$ cat config.mk
export PLATFORM = sky130hd
export DESIGN_NAME = merge_write_buffer
export DESIGN_NICKNAME = d
export VERILOG_FILES = /design/src/rtl/mwb_pkg.sv /design/src/rtl/mwb_tag_cmp.sv /design/src/rtl/mwb_lookup.sv /design/src/rtl/merge_write_buffer.sv
export SDC_FILE = /design/constraint.sdc
export NUM_CORES = 2
export LEC_CHECK = 0
export BUFFER_PORTS_ARGS = -buffer_cell sky130_fd_sc_hd__buf_2
export CORE_MARGIN = 2
export CORE_UTILIZATION = 60
export CTS_CLUSTER_DIAMETER = 40
export CTS_CLUSTER_SIZE = 24
export DETAILED_ROUTE_END_ITERATION = 8
export PLACE_DENSITY_LB_ADDON = 0.3
export SLEW_MARGIN = 0
export SYNTH_ARGS = -nofsm -noshare
export SYNTH_HDL_FRONTEND = slang
export SYNTH_SLANG_ARGS = --single-unit
$ cat constraint.sdc
create_clock -name clk -period 6.1 [get_ports clk]
set_input_delay 0.915 -clock clk [delete_from_list [all_inputs] [get_ports clk]]
set_output_delay 0.915 -clock clk [all_outputs]
set_load 0.1 [all_outputs]
$ cat src/rtl/mwb_pkg.sv
package mwb_pkg;

    // Drain engine state: idle, or holding the head slot locked for memory
    typedef enum logic {
        DR_IDLE = 1'b0,
        DR_BUSY = 1'b1
    } drain_st_e;

endpackage

$ cat src/rtl/mwb_tag_cmp.sv
module mwb_tag_cmp #(
    parameter int TAG_W   = 27,
    parameter int ENTRIES = 4
) (
    input  logic [TAG_W-1:0]              probe,
    input  logic [ENTRIES-1:0][TAG_W-1:0] tags,
    input  logic [ENTRIES-1:0]            live,
    output logic [ENTRIES-1:0]            hit
);

    // One comparator per slot, all in parallel
    for (genvar e = 0; e < ENTRIES; e++) begin : g_cmp
        assign hit[e] = live[e] && (tags[e] == probe);
    end

endmodule

$ cat src/rtl/mwb_lookup.sv
module mwb_lookup #(
    parameter int WORD_W    = 64,
    parameter int BLK_WORDS = 4,
    parameter int ENTRIES   = 4,
    localparam int WIDX_W   = $clog2(BLK_WORDS),
    localparam int PTR_W    = $clog2(ENTRIES)
) (
    input  logic                                       req,
    input  logic [WIDX_W-1:0]                          widx,
    input  logic [ENTRIES-1:0]                         tag_hit,
    input  logic [ENTRIES-1:0][BLK_WORDS-1:0]          wmask,
    input  logic [ENTRIES-1:0][BLK_WORDS-1:0][WORD_W-1:0] dat,
    input  logic [PTR_W-1:0]                           head,
    output logic                                       hit,
    output logic [WORD_W-1:0]                          data
);

    logic [PTR_W-1:0] slot;

    // Walk from oldest to youngest; a later match overrides, so youngest wins
    always_comb begin
        hit  = 1'b0;
        data = '0;
        slot = '0;
        for (int k = 0; k < ENTRIES; k++) begin
            slot = head + PTR_W'(k);
            if (req && tag_hit[slot] && wmask[slot][widx]) begin
                hit  = 1'b1;
                data = dat[slot][widx];
            end
        end
    end

endmodule

$ cat src/rtl/merge_write_buffer.sv
module merge_write_buffer
    import mwb_pkg::*;
#(
    parameter int ADDR_W    = 32,
    parameter int WORD_W    = 64,
    parameter int BLK_WORDS = 4,   // power of two
    parameter int ENTRIES   = 4    // power of two
) (
    input  logic                        clk,
    input  logic                        rst_n,
    input  logic                        st_valid,
    input  logic [ADDR_W-1:0]           st_addr,
    input  logic [WORD_W-1:0]           st_data,
    output logic                        st_stall,
    output logic                        buf_full,
    input  logic                        lk_valid,
    input  logic [ADDR_W-1:0]           lk_addr,
    output logic                        lk_hit,
    output logic [WORD_W-1:0]           lk_data,
    input  logic                        drain_req,
    input  logic                        drain_ack,
    output logic                        drain_valid,
    output logic [ADDR_W-1:0]           drain_addr,
    output logic [BLK_WORDS*WORD_W-1:0] drain_data,
    output logic [BLK_WORDS-1:0]        drain_mask
);

    localparam int BYTE_OFF = $clog2(WORD_W / 8);
    localparam int WIDX_W   = $clog2(BLK_WORDS);
    localparam int BLK_OFF  = BYTE_OFF + WIDX_W;
    localparam int TAG_W    = ADDR_W - BLK_OFF;
    localparam int PTR_W    = $clog2(ENTRIES);
    localparam int CNT_W    = $clog2(ENTRIES + 1);

    typedef struct packed {
        logic [ENTRIES-1:0]                            vld;
        logic [ENTRIES-1:0][TAG_W-1:0]                 tag;
        logic [ENTRIES-1:0][BLK_WORDS-1:0]             wm;
        logic [ENTRIES-1:0][BLK_WORDS-1:0][WORD_W-1:0] dat;
        logic [PTR_W-1:0]                              head;
        logic [PTR_W-1:0]                              tail;
        logic [CNT_W-1:0]                              cnt;
        drain_st_e                                     dst;
    } state_t;

    state_t q, d;

    logic [TAG_W-1:0]   st_tag, lk_tag;
    logic [WIDX_W-1:0]  st_widx, lk_widx;
    logic [ENTRIES-1:0] locked_d, open_q, merge_vec, lk_vec;
    logic               merge_hit, accept, alloc, pop;
    logic [PTR_W-1:0]   merge_idx, tgt_idx;

    assign st_tag  = st_addr[ADDR_W-1:BLK_OFF];
    assign st_widx = st_addr[BLK_OFF-1:BYTE_OFF];
    assign lk_tag  = lk_addr[ADDR_W-1:BLK_OFF];
    assign lk_widx = lk_addr[BLK_OFF-1:BYTE_OFF];

    // The head slot is frozen while it is being drained
    assign locked_d = (q.dst == DR_BUSY) ? (ENTRIES'(1) << q.head) : '0;
    assign open_q   = q.vld & ~locked_d;

    mwb_tag_cmp #(.TAG_W(TAG_W), .ENTRIES(ENTRIES)) u_st_cmp (
        .probe (st_tag),
        .tags  (q.tag),
        .live  (open_q),
        .hit   (merge_vec)
    );

    mwb_tag_cmp #(.TAG_W(TAG_W), .ENTRIES(ENTRIES)) u_lk_cmp (
        .probe (lk_tag),
        .tags  (q.tag),
        .live  (q.vld),
        .hit   (lk_vec)
    );

    mwb_lookup #(.WORD_W(WORD_W), .BLK_WORDS(BLK_WORDS), .ENTRIES(ENTRIES)) u_lookup (
        .req     (lk_valid),
        .widx    (lk_widx),
        .tag_hit (lk_vec),
        .wmask   (q.wm),
        .dat     (q.dat),
        .head    (q.head),
        .hit     (lk_hit),
        .data    (lk_data)
    );

    always_comb begin
        d = q;

        // At most one open slot holds a given block
        merge_hit = |merge_vec;
        merge_idx = '0;
        for (int e = ENTRIES - 1; e >= 0; e--) begin
            if (merge_vec[e]) merge_idx = PTR_W'(e);
        end

        buf_full = (q.cnt == CNT_W'(ENTRIES));
        st_stall = st_valid && !merge_hit && buf_full;
        accept   = st_valid && !st_stall;
        alloc    = accept && !merge_hit;
        pop      = (q.dst == DR_BUSY) && drain_ack;
        tgt_idx  = merge_hit ? merge_idx : q.tail;

        if (alloc) begin
            d.vld[q.tail] = 1'b1;
            d.tag[q.tail] = st_tag;
            d.wm[q.tail]  = '0;
            d.dat[q.tail] = '0;
            d.tail        = q.tail + PTR_W'(1);
        end
        if (accept) begin
            d.wm[tgt_idx][st_widx]  = 1'b1;
            d.dat[tgt_idx][st_widx] = st_data;
        end

        if (pop) begin
            d.vld[q.head] = 1'b0;
            d.head        = q.head + PTR_W'(1);
            d.dst         = DR_IDLE;
        end else if ((q.dst == DR_IDLE) && drain_req && (q.cnt != '0)) begin
            d.dst = DR_BUSY;
        end

        d.cnt = q.cnt + CNT_W'(alloc) - CNT_W'(pop);
    end

    always_ff @(posedge clk) begin
        if (!rst_n) q <= '0;
        else        q <= d;
    end

    assign drain_valid = (q.dst == DR_BUSY);
    assign drain_addr  = {q.tag[q.head], BLK_OFF'(0)};
    assign drain_data  = q.dat[q.head];
    assign drain_mask  = q.wm[q.head];


    no_overflow_chk: assert property (@(posedge clk) disable iff (!rst_n)
        q.cnt <= CNT_W'(ENTRIES));


    occupancy_match_chk: assert property (@(posedge clk) disable iff (!rst_n)
        $countones(q.vld) == int'(q.cnt));


    stall_needs_full_chk: assert property (@(posedge clk) disable iff (!rst_n)
        st_stall |-> buf_full);


    drain_frozen_chk: assert property (@(posedge clk) disable iff (!rst_n)
        (drain_valid && !drain_ack) |=> (drain_valid && $stable(drain_addr)
                                         && $stable(drain_mask) && $stable(drain_data)));


    drain_has_word_chk: assert property (@(posedge clk) disable iff (!rst_n)
        drain_valid |-> (drain_mask != '0));


    drain_pops_chk: assert property (@(posedge clk) disable iff (!rst_n)
        (drain_valid && drain_ack) |=> !drain_valid);


    hit_needs_req_chk: assert property (@(posedge clk) disable iff (!rst_n)
        lk_hit |-> lk_valid);

endmodule

Yosys cells after proc, flatten, opt, wreduce, memory -nomap -nowiden. Cells that the tools add are included.

Register bits: 1160. Bits of input ports: 134. Output and inout bits: 360. Logic and storage cells: 180.

$add $sub $neg: 6. $lt $le $gt $ge: 12. Equality and inequality tests: 9. Shifts and indexed selects: 1. Muxes and demuxes: 79. Bitwise logic cells: 12. Reduce and logical (&&, ||, !) cells: 32.

Operators with widths (number): $bmux W256 S2 (4); $mux W256 (6); $mux W1152 (1); $mux W1040 (1); $and A1024 B1024 Y1024 (1); $bwmux W1024 (1); $demux W256 S2 (2); $not A1024 Y1024 (1); $mux W64 (9); $bmux W64 S2 (4); $eq A27 B27 Y1 (8); $demux W64 S2 (1); $bwmux W108 (1); $bmux W27 S2 (1); $demux W27 S2 (1); $mux W27 (2); $bmux W4 S2 (4); $mux W4 (8); $logic_and A1 B1 Y1 (27); $lt A2 B3 Y1 const B (8); $and A16 B16 Y16 (1); $bmux W1 S2 (8); $demux W4 S2 (2); $not A16 Y16 (1); other kinds (19) (48).

Depth between registers and ports, before layout.
Depth in word-level cells: 16. Mapped depth: 19. Mapped depth without buffers: 13.

By module. From an unflattened synthesis, not the netlist that was laid out.

Cells, all modules: 6980. Area total of the unflattened synthesis: 81119.0 um^2.

By module, submodules not included: merge_write_buffer (instances 1, cells an instance 4648, area an instance 48089.9 um^2, seq. area each 23222.3 um^2); mwb_lookup (instances 1, cells an instance 1990, area an instance 30096.4 um^2, seq. area each 0.0 um^2); mwb_tag_cmp (instances 2, cells an instance 171, area an instance 1466.4 um^2, seq. area each 0.0 um^2).

Least setup slack after synthesis. OpenSTA, ideal clock, no wires.

Path type: register to output. Start point: reg q[6] (netlist name). End point: out lk_data[63]. Arrival time: 5409 ps. Path slack: -224 ps. Stages on the path, launching flop included: 11. Buffers on the path: 5. Path through: dfxtp_1 -> buf_4 -> buf_2 -> buf_2 -> buf_2 -> buf_2 -> mux2i_1 -> a21oi_1 -> mux4_2 -> nand2b_1 -> a31oi_1.

Elaborated cells on any way between the ends: 55.

RTL lines: start: declaration (line merge_write_buffer.sv:46) `state_t q, d;`; start signal: assignment (line merge_write_buffer.sv:129) `if (!rst_n) q <= '0;`; start signal: assignment (line merge_write_buffer.sv:130) `else q <= d;`; $bmux W256 S2; $mux W256; named net drain_data[127] (line merge_write_buffer.sv:24) `output logic [BLK_WORDS*WORD_W-1:0] drain_data,`; $bmux W64 S2 (line mwb_lookup.sv:29) `data = dat[slot][widx];`; $mux W64 (not written as such) (line mwb_lookup.sv:29); $mux W64 (4 in a row) (line mwb_lookup.sv:27) `if (req && tag_hit[slot] && wmask[slot][widx]) begin`; end: declaration (line merge_write_buffer.sv:19) `output logic [WORD_W-1:0] lk_data,`.

The timed path passes the listed nets, and every way through them passes these cells. The select of a mux whose other input is x is not followed.

Final worst setup path.
Start point: reg q[6] (netlist name). End point: out lk_data[59].

Cells in the longest elaborated chain, start to end: 9. Elaborated cells on any way between the ends: 55.

Ends and longest elaborated chain (line): $add A2 B1 Y2 or $bmux W4 S2 (tied branches) (mwb_lookup.sv:26, mwb_lookup.sv:27); $bmux W4 S2 or $mux W4 (tied branches) (mwb_lookup.sv:27); $mux W4 (not written as such) or $bmux W1 S2 (tied branches) (mwb_lookup.sv:27); $bmux W1 S2 or $mux W1 (tied branches) (mwb_lookup.sv:27); $mux W1 (not written as such) or $logic_and A1 B1 Y1 (tied branches) (mwb_lookup.sv:27); $logic_and A1 B1 Y1 or $mux W64 (tied branches) (mwb_lookup.sv:27); $mux W64 (2 in a row) (mwb_lookup.sv:27); $mux W64 * (mwb_lookup.sv:27).

Mark *: on every way between the ends. The rest lies on a longest branch, timed or not. The select of a mux whose other input is x is not followed.

==> results_dict.tcl <==
set metrics [dict create \
    status "finished, violations left" \
    failed_checks "design-rule violations" \
    num_vias 60900 \
    htree_levels 4 \
    peakVddDrop_mv 0.298 \
    cp-start-kind "flop" \
    grt_first_pass_wirelength_mm 387 \
    cts.reportedPaths.clkPinSlew_ps 60 \
    boundaryPins 494 \
    power.clock.fraction_pct 44.4 \
    design.die.area_sq_um 124000 \
    timing.setup.tns_ps 0 \
    layout_area_growth_over_synthesis_pct 12.6 \
    globalRoute.totalOverflow 0 \
    drtIter0Drc 10700 \
    postRouteAntennaNets 0 \
    cts.repair_timing.setup_buffer_count 0 \
    async_reset_ff_share_pct 0 \
    synth-main-ff-cell "sky130_fd_sc_hd__dfxtp_1" \
    multi_input_gate_area_sq_um 46700 \
    clock_latency_ps 820 \
    layout_worst_path_cycle_share_pct 95.9 \
    dp_hpwl_mm 147 \
    groute.usage.overall_pct 41.3 \
    max_freq_mhz 171 \
    layout_commonest_cell "sky130_fd_sc_hd__mux4_2" \
    totalWireLength_mm 260 \
    slew_headroom_pct 26.2 \
    synthesis.area_per_instance_sq_um 12.4 \
    comb_power_share_pct 21.0 \
    timing.critical_path.required_ps 5180 \
    power_per_cell_area_nw_per_um2 286 \
    final-seq-area_sq_um 23200 \
    timing.final.hold_violations 0 \
    drive_gt1_share_pct 37.9 \
    most_used_cells_in_the_layout_excluding_fill_and_tap_cells "1,188 x sky130_fd_sc_hd__mux4_2, 1,158 x sky130_fd_sc_hd__dfxtp_1, 693 x sky130_fd_sc_hd__a22o_1" \
    tritoncts_num_sinks 1160 \
    cts_tree "yes" \
    placeableCoreArea_sq_um 120000 \
    worst_setup_path_end_kind "output pin" \
    period_minus_slack_ps 5850 \
    syn_area_sq_um 72700 \
    seqPwrFrac_pct 34.6 \
    hold_path_depth 3 \
    vias_per_cell 7.95 \
    finalClockSkew_ps 37.9 \
    root_buffer "sky130_fd_sc_hd__clkbuf_16" \
    initial_util_pct 60.6 \
    power_leakage_nw 29.0 \
    detail_route.wl_per_cell_um 34.0 \
    synthesis.instances 5880 \
    io_buffers 482 \
    worst_slew_pin_slew_ps 1110 \
    yosys_warnings 0 \
    die_height_um 352 \
    rsz0062_at_grt "no" \
    drtPass1Iterations 8 \
    row_count 127 \
    timing.setup.critical_path_class "reg2out" \
    yosys_register_bits 1160 \
    drc 2 \
    number_of_cells_on_the_worst_reg_to_reg_path 12 \
    yosys.cell_types.count 63 \
    max_cap_violations 0 \
    cp_max_fo 39 \
    min-delay-path-class "in2reg" \
    synth-edff-count 0 \
    report.final.setup_viol 0 \
    finalWeightedCongestion 0.983 \
    grt_start_max_net_pins 158 \
    count_of_filler_cells_inserted_in_the_layout 8464 \
    holdWs_ps 463 \
    number_of_antenna_violations_at_the_first_check_in_global_routing 21 \
    number_of_global_route_vias_before_repair 59200 \
    cts_buffer_depth 3 \
    critPathArrivalTime_ps 4940 \
    layout.nets 6034 \
    die_width_um 352 \
    tritoncts_buffers 169 \
    timing.final.max_slew_violations 0 \
    power.switching_fraction_pct 33.7 \
    yosysSeqAreaShare_pct 31.9 \
    total_switching_power_mw 7.90 \
    p_int_mw 15.6 \
]
routing by layer:
| layer | vias to the layer above | routed length (um) | track usage, % |
|---|---|---|---|
| met1 | 30000 | 87800 | 53.6 |
| met4 | 16 | 18000 | 25.6 |
| met2 | 5720 | 114000 | 59.8 |
| met5 | - | 84 | 0 |
| met3 | 1201 | 40700 | 14.1 |
| li1 | 23900 | - | - |
power by group through the flow:
stage,logic [mW],registers (mW),clock network (mW)
after floorplan,3.73,8.17,0
after global placement,4.77,8.25,0
after detailed placement,4.82,8.27,0
after CTS,4.84,8.10,10.4
after global routing,5.09,8.14,10.8
final,4.93,8.12,10.4
cell type report:
cell class / instances / share of cell area (%)
inverters: 14 / 0.0733
clock inverters: 132 / 2.01
flip-flops and latches: 1160 / 28.4
repair buffers: 596 / 4.69
well taps: 1612 / 2.46
clock buffers: 182 / 5.37
multi-input cells: 3948 / 57.0
diodes: 13 / 0.0397
synthesized netlist by cell type (all sizes together) (28+ instances only):
library cell	number	area, sq um
a21oi	149	749
a22o	693	6070
a31oi	65	407
and2	72	450
buf	378	1950
clkbuf	384	1440
dfxtp	1160	23200
mux2	74	833
mux2i	185	1850
mux4	1188	26800
nand2	84	335
nand2b	70	438
nand3	326	1630
nand4	54	389
nor2	279	1130
o21ai	260	1300
o22ai	65	407
o2bb2ai	64	561
xnor2	194	1700
xor2	28	245
per-stage QoR:
| stage | utilization (%) | instance area [sq um] | power, mW | worst slack, ps | instances |
|---|---|---|---|---|---|
| after floorplan | - | 73200 | 11.9 | 282 | 5884 |
| after global placement | 63.1 | 75800 | 13.0 | 768 | 7330 |
| after detailed placement | 63.1 | 75800 | 13.1 | 829 | 7330 |
| after CTS | 68.2 | 81900 | 23.4 | 275 | 7644 |
| after global routing | 68.2 | 81900 | 24.0 | 29.3 | 7653 |
| final | 68.2 | 81900 | 23.5 | 248 | 7657 |
cells by family after synthesis:
group,after synthesis,share of synthesized area [%]
buffers and inverters,776,4.73
adders and majority gates,11,0.200
and+or+nand+nor,932,6.50
muxes,1447,40.5
AOI/OAI and AO/OA,1331,13.5
other,1,0.00515
xor gates and xnor gates,222,2.67
DFF,1160,31.9
critical path, cell delays in order, from the launching register on:
cell	delay (ps)
sky130_fd_sc_hd__dfxtp_4	500
sky130_fd_sc_hd__buf_4	600
sky130_fd_sc_hd__mux4_2	600
sky130_fd_sc_hd__mux2_2	270
sky130_fd_sc_hd__nand3_1	80
sky130_fd_sc_hd__o22a_1	190
sky130_fd_sc_hd__and2_4	760
sky130_fd_sc_hd__buf_4	480
sky130_fd_sc_hd__a31oi_2	270
sky130_fd_sc_hd__buf_2	370
flip-flops by register name (all words and copies together), names as in the netlist, named ones only:
signal       flops
q             1051
drain_valid      1
final timing paths:
| check | start | to | slack, ps |
|---|---|---|---|
| hold / removal | st_data[12] | q[20]$_SDFF_PN0_ | 460 |
| setup / recovery | q[6]$_SDFFE_PN0P_ | lk_data[59] | 250 |
| hold reg to reg | q[1038]$_SDFF_PN0_ | q[1038]$_SDFF_PN0_ | 490 |
| setup reg to reg | q[6]$_SDFFE_PN0P_ | q[267]$_SDFF_PN0_ | 1320 |
repair_timing:
action / CTS / global route
hold buffers: 0 / 0
setup endpoints to repair: 0 / 1
gates resized for setup: 0 / 1
(Power assumes the default switching activity.)
